--- config.mk ---
export PLATFORM = sky130hd
export DESIGN_NAME = wdt_two_stage
export DESIGN_NICKNAME = d
export VERILOG_FILES = /design/src/rtl/wdt_two_stage.sv
export SDC_FILE = /design/constraint.sdc
export NUM_CORES = 1
export LEC_CHECK = 0
export BUFFER_PORTS_ARGS = -buffer_cell sky130_fd_sc_hd__buf_4
export CAP_MARGIN = 10
export CORE_UTILIZATION = 56
export DETAILED_ROUTE_END_ITERATION = 6
export GPL_TIMING_DRIVEN = 0
export PLACE_DENSITY = 0.8
export SETUP_SLACK_MARGIN = 0.4
export SLEW_MARGIN = 15
export SYNTH_ARGS = -nofsm -noshare
export SYNTH_HDL_FRONTEND = slang
export SYNTH_SLANG_ARGS = --single-unit
--- constraint.sdc ---
create_clock -name clk -period 3.21 [get_ports clk]
set_input_delay 0.642 -clock clk [delete_from_list [all_inputs] [get_ports clk]]
set_output_delay 0.642 -clock clk [all_outputs]
set_load 0.02 [all_outputs]
--- src/rtl/wdt_two_stage.sv ---
module wdt_two_stage #(
  parameter int CNT_W  = 32,
  parameter int ADDR_W = 2
) (
  input  logic              clk,
  input  logic              rst_n,
  input  logic              wr_en,
  input  logic [ADDR_W-1:0] wr_addr,
  input  logic [CNT_W-1:0]  wr_data,
  input  logic [ADDR_W-1:0] rd_addr,
  output logic [CNT_W-1:0]  rd_data,
  output logic              irq,
  output logic              sys_rst_req
);
  localparam logic [ADDR_W-1:0] A_TMO  = ADDR_W'(0);
  localparam logic [ADDR_W-1:0] A_CTRL = ADDR_W'(1);
  localparam logic [ADDR_W-1:0] A_SVC  = ADDR_W'(2);
  localparam logic [ADDR_W-1:0] A_CNT  = ADDR_W'(3);

  logic [CNT_W-1:0] tmo_q, cnt_q;
  logic run_q, nrst_q, irq_q, rst_q;

  wire tmo_wr  = wr_en && (wr_addr == A_TMO);
  wire ctrl_wr = wr_en && (wr_addr == A_CTRL);
  wire svc_wr  = wr_en && (wr_addr == A_SVC);
  wire reload  = tmo_wr || svc_wr;
  wire zero    = (cnt_q == '0);
  wire expire  = run_q && zero && !reload;

  always_ff @(posedge clk) begin
    if (!rst_n) begin
      tmo_q  <= '0;
      cnt_q  <= '0;
      run_q  <= 1'b0;
      nrst_q <= 1'b0;
      irq_q  <= 1'b0;
      rst_q  <= 1'b0;
    end else begin
      if (tmo_wr) tmo_q <= wr_data;
      if (ctrl_wr) begin
        run_q  <= wr_data[0];
        nrst_q <= wr_data[1];
      end
      if (tmo_wr)      cnt_q <= wr_data;
      else if (svc_wr) cnt_q <= tmo_q;
      else if (run_q)  cnt_q <= zero ? tmo_q : cnt_q - 1'b1;
      if (reload)      irq_q <= 1'b0;
      else if (expire) irq_q <= 1'b1;
      if (expire && irq_q && !nrst_q) rst_q <= 1'b1;
    end
  end

  always_comb begin
    case (rd_addr)
      A_TMO:   rd_data = tmo_q;
      A_CTRL:  rd_data = {{(CNT_W-2){1'b0}}, nrst_q, run_q};
      A_SVC:   rd_data = {{(CNT_W-2){1'b0}}, rst_q, irq_q};
      A_CNT:   rd_data = cnt_q;
      default: rd_data = '0;
    endcase
  end

  assign irq         = irq_q;
  assign sys_rst_req = rst_q;
endmodule


==> results.json, run 1 <==
{
  "drv_slew": 0,
  "static-leakage-power_nw": 1.90,
  "vias_per_cell": 6.92,
  "period_share_pct": 87.2,
  "hp-start": "tmo_q[18]",
  "fmax_ghz": 0.357,
  "clk_pin_slew_ps": 70,
  "finClkSkew_ps": 9.16,
  "drtPass1Iterations": 6,
  "fp.coreArea_um2": 6530,
  "synth-edff-count": 0,
  "yosys-top-cells-area": "dfxtp_1 (35%), a22o_1 (6.8%), mux2i_1 (5.9%)",
  "fillerInstances": 534,
  "numClockSinks": 68,
  "io_buffers": 72,
  "worst_ep_arrival_time_ps": 2970,
  "start_kind": "flop",
  "hold_buffers": 0,
  "drc": 0,
  "grt_use_total_pct": 38.8,
  "yosysTopAreaCell": "dfxtp_1",
  "vias": 4390,
  "die_h_um": 85.3,
  "grt_pass1_wl_um": 21300,
  "finalHoldViolCount": 0,
  "io_pins": 73,
  "clockBufferDepth": 2,
  "areaGrowthSynthToFinish_pct": 23.4,
  "die_w_um": 85.3,
  "initial_utilization_pct": 59.5,
  "place.gp.congestion": 0.940,
  "yosysSeqAreaShare_pct": 35.0,
  "antenna_found_initial": 0,
  "grt_pass1_vias": 4047,
  "clk_root_buffer_cell": "clkbuf_8",
  "synthArstFlopShare_pct": 0,
  "crit_buf_inv": 1,
  "min_to": "tmo_q[18]",
  "status": "finished, final reports clean",
  "tightest_slew_ps": 1330,
  "antenna_left": 0,
  "crit-reg2reg-launch": "cnt_q[10]",
  "crit_path_cell_trace": "clkbuf_2 -> nor4_2 -> nand4_4 -> nor4_1 -> o311ai_0",
  "fin_crit_ps": 2800,
  "synth_fp_nets": 508,
  "grt_max_degree": 12,
  "synth.yosys.warnings": 0,
  "htreeDepth": 3,
  "hold_path.class": "flop to flop",
  "routed_wl_um": 14100,
  "power.total_mw": 2.37,
  "worst_r2r_path_depth": 5,
  "placedInstanceArea_um2": 4520,
  "p_per_area_nw_per_um2": 495,
  "avgRoutedWirePerCell_um": 22.2,
  "regToRegEndpoint": "cnt_q[18]",
  "die_area_um2": 7280,
  "overflow": 0,
  "layout-drive-gt1-share_pct": 20.3,
  "worstSetupEndpointType": "flop",
  "crit_type": "flop to flop",
  "reg2reg_slack_ps": 410,
  "worstPathRequired_ps": 3380,
  "numCtsBuffers": 9,
  "synth-seq-cells": 68,
  "crit_family": "simple AND/OR/NAND/NOR gates",
  "max_stage_delay_ps": 1150,
  "slew_headroom_pct": 10.4,
  "syn_avg_cell_area_um2": 8.32,
  "synth_cell_types": 62,
  "dp_hpwl_um": 9490,
  "worstSkewPairLatency_ps": 360,
  "setup_viol": 0,
  "final_util_pct": 73.4,
  "rsz0062_at_grt": "true",
  "max_cap_violations": 0,
  "vdd.ir_drop.worst_uv": 285,
  "whs_path_depth": 2,
  "yosys_most_used_dff": "dfxtp_1",
  "drtIter0Drc": 594,
  "nets": 593,
  "final_area_um2": 4790,
  "synth_top_area_share_pct": 35.0,
  "synth_cells": 467,
  "diodes": 0,
  "cpMaxStageDelayCell": "nor4_1",
  "cp_max_fo": 9,
  "num_rows": 29,
  "cts_tree": "built",
  "netlist_area_um2": 3890
}
==> final cells by class <==
cell class	instances	area (um^2)	share of cell area, %
Buffer	36	149	3.11
Clock buffer	12	145	3.03
Clock inverter	4	72.6	1.51
Inverter	4	15.0	0.313
Multi-Input combinational cell	359	2400	50.1
Sequential cell	68	1360	28.4
Tap cell	77	96.3	2.01
Timing Repair Buffer	74	556	11.6
==> state kept, by name (all words and copies together) (netlist names) <==
register     cells
run_q            1
tmo_q           32
nrst_q           1
sys_rst_req      1
irq              1
cnt_q           32
==> logic make-up after synthesis <==
logic type	synth area share (%)
buffers and inverters	4.15
AO/OA/AOI/OAI	25.5
XOR/XNOR	4.73
flip-flops	35.0
multiplexers	7.66
adder cells (fa/ha/maj)	0.644
AND/OR/NAND/NOR	22.2
==> layout by cell type, fill, tap and decap left out, types with 4 or more instances in the layout <==
cell       n
nand2_1   47
nor2_1    47
xor2_1    11
nor4_1     8
a221oi_1   5
o31ai_1    4
a22o_1    30
a211oi_1   6
buf_2      5
buf_4     75
or4_1      8
o21ai_0   23
xnor2_1   10
clkbuf_8  10
nand4_1    5
a21oi_1   28
dfxtp_1   68
mux2i_1   23
nand3b_1   4
nor3_1    13
and2_1     5
clkbuf_1  29
nand3_1   12
o221ai_1   5
a21boi_0   5
==> synthesized netlist by cell type (all sizes together) (4+ instances only) <==
cell type,count
or4,8
and2,5
a22o,30
mux2i,23
a21oi,28
o221ai,5
a21boi,5
a311oi,4
clkbuf,30
a221oi,5
nand3,12
dfxtp,68
buf,6
nor3,14
nor2,48
nand4,6
xnor2,10
a211oi,6
nand2,47
o21ai,23
o31ai,4
nand3b,4
nor4,12
xor2,11
==> power by group <==
part / internal [mW] / switching, mW / leakage [nW] / total [mW]
clock network: 0.458 / 0.346 / 0.107 / 0.805
logic: 0.246 / 0.370 / 1.24 / 0.616
registers: 0.889 / 0.0626 / 0.555 / 0.952
total: 1.59 / 0.779 / 1.90 / 2.37
==> tightest hold or removal path, stage by stage (launching register included) <==
cell	delay [ps]
dfxtp_1	310
nand2_1	60
a21oi_1	70
==> worst max-delay path by stage <==
| stage | cells after the start | from | to |
|---|---|---|---|
| after global placement | 9 | wr_addr[0] | cnt_q[6] |
| after floorplan | 8 | wr_addr[0] | cnt_q[11] |
| after global routing | 9 | cnt_q[10] | cnt_q[18] |
| after detailed placement | 9 | wr_addr[0] | cnt_q[6] |
| after CTS | 8 | cnt_q[2] | cnt_q[18] |
| final | 5 | cnt_q[10] | cnt_q[18] |
==> metrics by stage <==
stage,std cells,hold WS [ps],setup TNS (ps),setup WS (ps)
2_1_floorplan,467,445,0,797
3_3_place_gp,616,469,-3420,-212
3_5_place_dp,616,479,-4250,-277
4_1_cts,632,490,0,434
5_1_grt,634,529,0,358
6_report,634,490,0,410
==> routing by layer <==
metal,vias to the layer above,GRT usage [%],routed length (um)
met3,68,9.63,1650
met4,0,18.5,619
li1,1916,-,-
met1,2050,49.7,5460
met5,-,0,0
met2,356,61.7,6340
==> repair_timing <==
item                       in CTS  in global routing
setup endpoints to repair      38                 24
pin swaps                       0                  1
buffers inserted                0                  2
gates resized for setup         3                  6
Note: power is estimated with default switching activity, not from simulation.
==> run 2, diff against run 1 <==
--- a/config.mk
+++ b/config.mk
@@ -11,7 +11,7 @@
 export DETAILED_ROUTE_END_ITERATION = 6
 export GPL_TIMING_DRIVEN = 0
 export PLACE_DENSITY = 0.8
-export SETUP_SLACK_MARGIN = 0.4
+export SETUP_SLACK_MARGIN = 0.05
 export SLEW_MARGIN = 15
 export SYNTH_ARGS = -nofsm -noshare
 export SYNTH_HDL_FRONTEND = slang
==> constraint.sdc (replaced) <==
create_clock -name clk -period 3.21 [get_ports clk]
set_input_delay 0.4815 -clock clk [delete_from_list [all_inputs] [get_ports clk]]
set_output_delay 0.4815 -clock clk [all_outputs]
set_load 0.02 [all_outputs]
==> results.json, run 2 (synthesis gave the netlist of run 1 again) <==
{
  "status": "finished, final reports clean",
  "io_buffers": 72,
  "hold_path.class": "input port to flop",
  "dp_hpwl_um": 9490,
  "route.top_layer_used": "met4",
  "io_pins": 73,
  "worstSkewPairLatency_ps": 350,
  "routed_wl_um": 14000,
  "static-leakage-power_nw": 1.88,
  "grt_pass1_vias": 4047,
  "numCtsBuffers": 9,
  "antenna_left": 0,
  "final_util_pct": 72.6,
  "areaGrowthSynthToFinish_pct": 22.1,
  "crit_path_cell_trace": "clkbuf_1 -> nor4_1 -> nand3b_1 -> nor4_2 -> buf_2 -> a21o_1 -> buf_2 -> nand2_1 -> o311ai_0",
  "finalHoldViolCount": 0,
  "initial_utilization_pct": 59.5,
  "grt_max_degree": 12,
  "avgRoutedWirePerCell_um": 22.1,
  "setup_viol": 0,
  "period_share_pct": 93.3,
  "crit_start": "cnt_q[19]",
  "drc": 0,
  "p_per_area_nw_per_um2": 495,
  "final_common_cell": "buf_4",
  "clk_pin_slew_ps": 80,
  "max_cap_violations": 0,
  "cpMaxStageDelayCell": "nor4_1",
  "finClkSkew_ps": 13.5,
  "cp_common_cell": "buf_2",
  "final_cells": 632,
  "num_rows": 29,
  "holdWs_ps": 375,
  "cts_tree": "built",
  "cts.repair.resized": 0,
  "fp.coreArea_um2": 6530,
  "crit-reg2reg-launch": "cnt_q[19]",
  "met2_length_um": 6330,
  "clk_root_buffer_cell": "clkbuf_8",
  "dr_wl_met3_um": 1660,
  "placed_cells": 616,
  "crit_type": "flop to flop",
  "antenna_found_initial": 0,
  "vias": 4385,
  "layout-drive-gt1-share_pct": 19.3,
  "rsz0062_at_grt": "false",
  "max_stage_delay_ps": 640,
  "worstPathRequired_ps": 3450,
  "die_area_um2": 7280,
  "grt_use_total_pct": 38.8,
  "clockBufferDepth": 2,
  "htreeDepth": 3,
  "fmax_ghz": 0.334,
  "overflow": 0,
  "start_kind": "flop",
  "tightest_slew_ps": 1280,
  "postCtsSetupBuffers": 0,
  "worstSetupEndpointType": "flop",
  "die_h_um": 85.3,
  "wl_met1_um": 5490,
  "slew_headroom_pct": 14.1,
  "vdd.ir_drop.worst_uv": 285,
  "place.gp.congestion": 0.940,
  "hp-start": "wr_data[0]",
  "drtIter0Drc": 635,
  "fin_crit_ps": 2990,
  "nets": 591,
  "drtPass1Iterations": 6,
  "cp_max_fo": 10,
  "drv_slew": 0,
  "diodes": 0,
  "vias_per_cell": 6.94,
  "hold_buffers": 0,
  "numClockSinks": 68,
  "reg.largest.list": "cnt_q x32, tmo_q x32",
  "die_w_um": 85.3,
  "worst_ep_arrival_time_ps": 3240,
  "most-common-layout-cells": "buf_4 (73), dfxtp_1 (68), nor2_1 (47), nand2_1 (47), clkbuf_1 (31)",
  "grt_pass1_wl_um": 21300
}
## run 2: cell types whose count changed in the layout (fill, tap and decap cells not counted), sizes merged
cell and delta:
buf -2
## run 2: where the power goes
part	total, mW	switching, mW	leakage, nW	internal, mW
Clock	0.803	0.344	0.107	0.459
Combinational	0.598	0.362	1.22	0.236
Sequential	0.950	0.0605	0.555	0.889
Total	2.35	0.767	1.88	1.58
## run 2: final timing paths
check / slack, ps / end / cells after the start
max: 220 / cnt_q[18] / 9
min: 370 / run_q / 3
max reg2reg: 220 / cnt_q[18] / 9
min reg2reg: 490 / tmo_q[18] / 2
## run 2: metrics by stage
stage | setup WS, ps | power (mW) | cell area (um^2) | setup TNS (ps)
after floorplan | 953 | 1.35 | 3890 | 0
after global placement | -51.2 | 1.53 | 4520 | -124
after detailed placement | -116 | 1.54 | 4520 | -493
after CTS | 232 | 2.32 | 4740 | 0
after global routing | 74.3 | 2.42 | 4740 | 0
final | 215 | 2.35 | 4740 | 0
## run 2: area by class of cell
type	count	area [um^2]
repair buffers	72	541
multi-input cells	359	2370
clock buffers	12	145
plain buffers	36	146
fillers	542	1790
clock inverters	4	72.6
flip-flops and latches	68	1360
inverters	4	15.0
well taps	77	96.3
## run 2: critical path, delay by kind of cell (launching register included)
family	cells	cell delay [ps]
buf+inv	3	840
flops	1	300
compound gates	2	410
simple gates	4	1330
## run 2: metal layers
| layer | GRT usage, % | vias up |
|---|---|---|
| li1 | - | 1916 |
| met1 | 49.7 | 2055 |
| met2 | 61.7 | 350 |
| met3 | 9.63 | 64 |
| met4 | 18.5 | 0 |
| met5 | 0 | - |
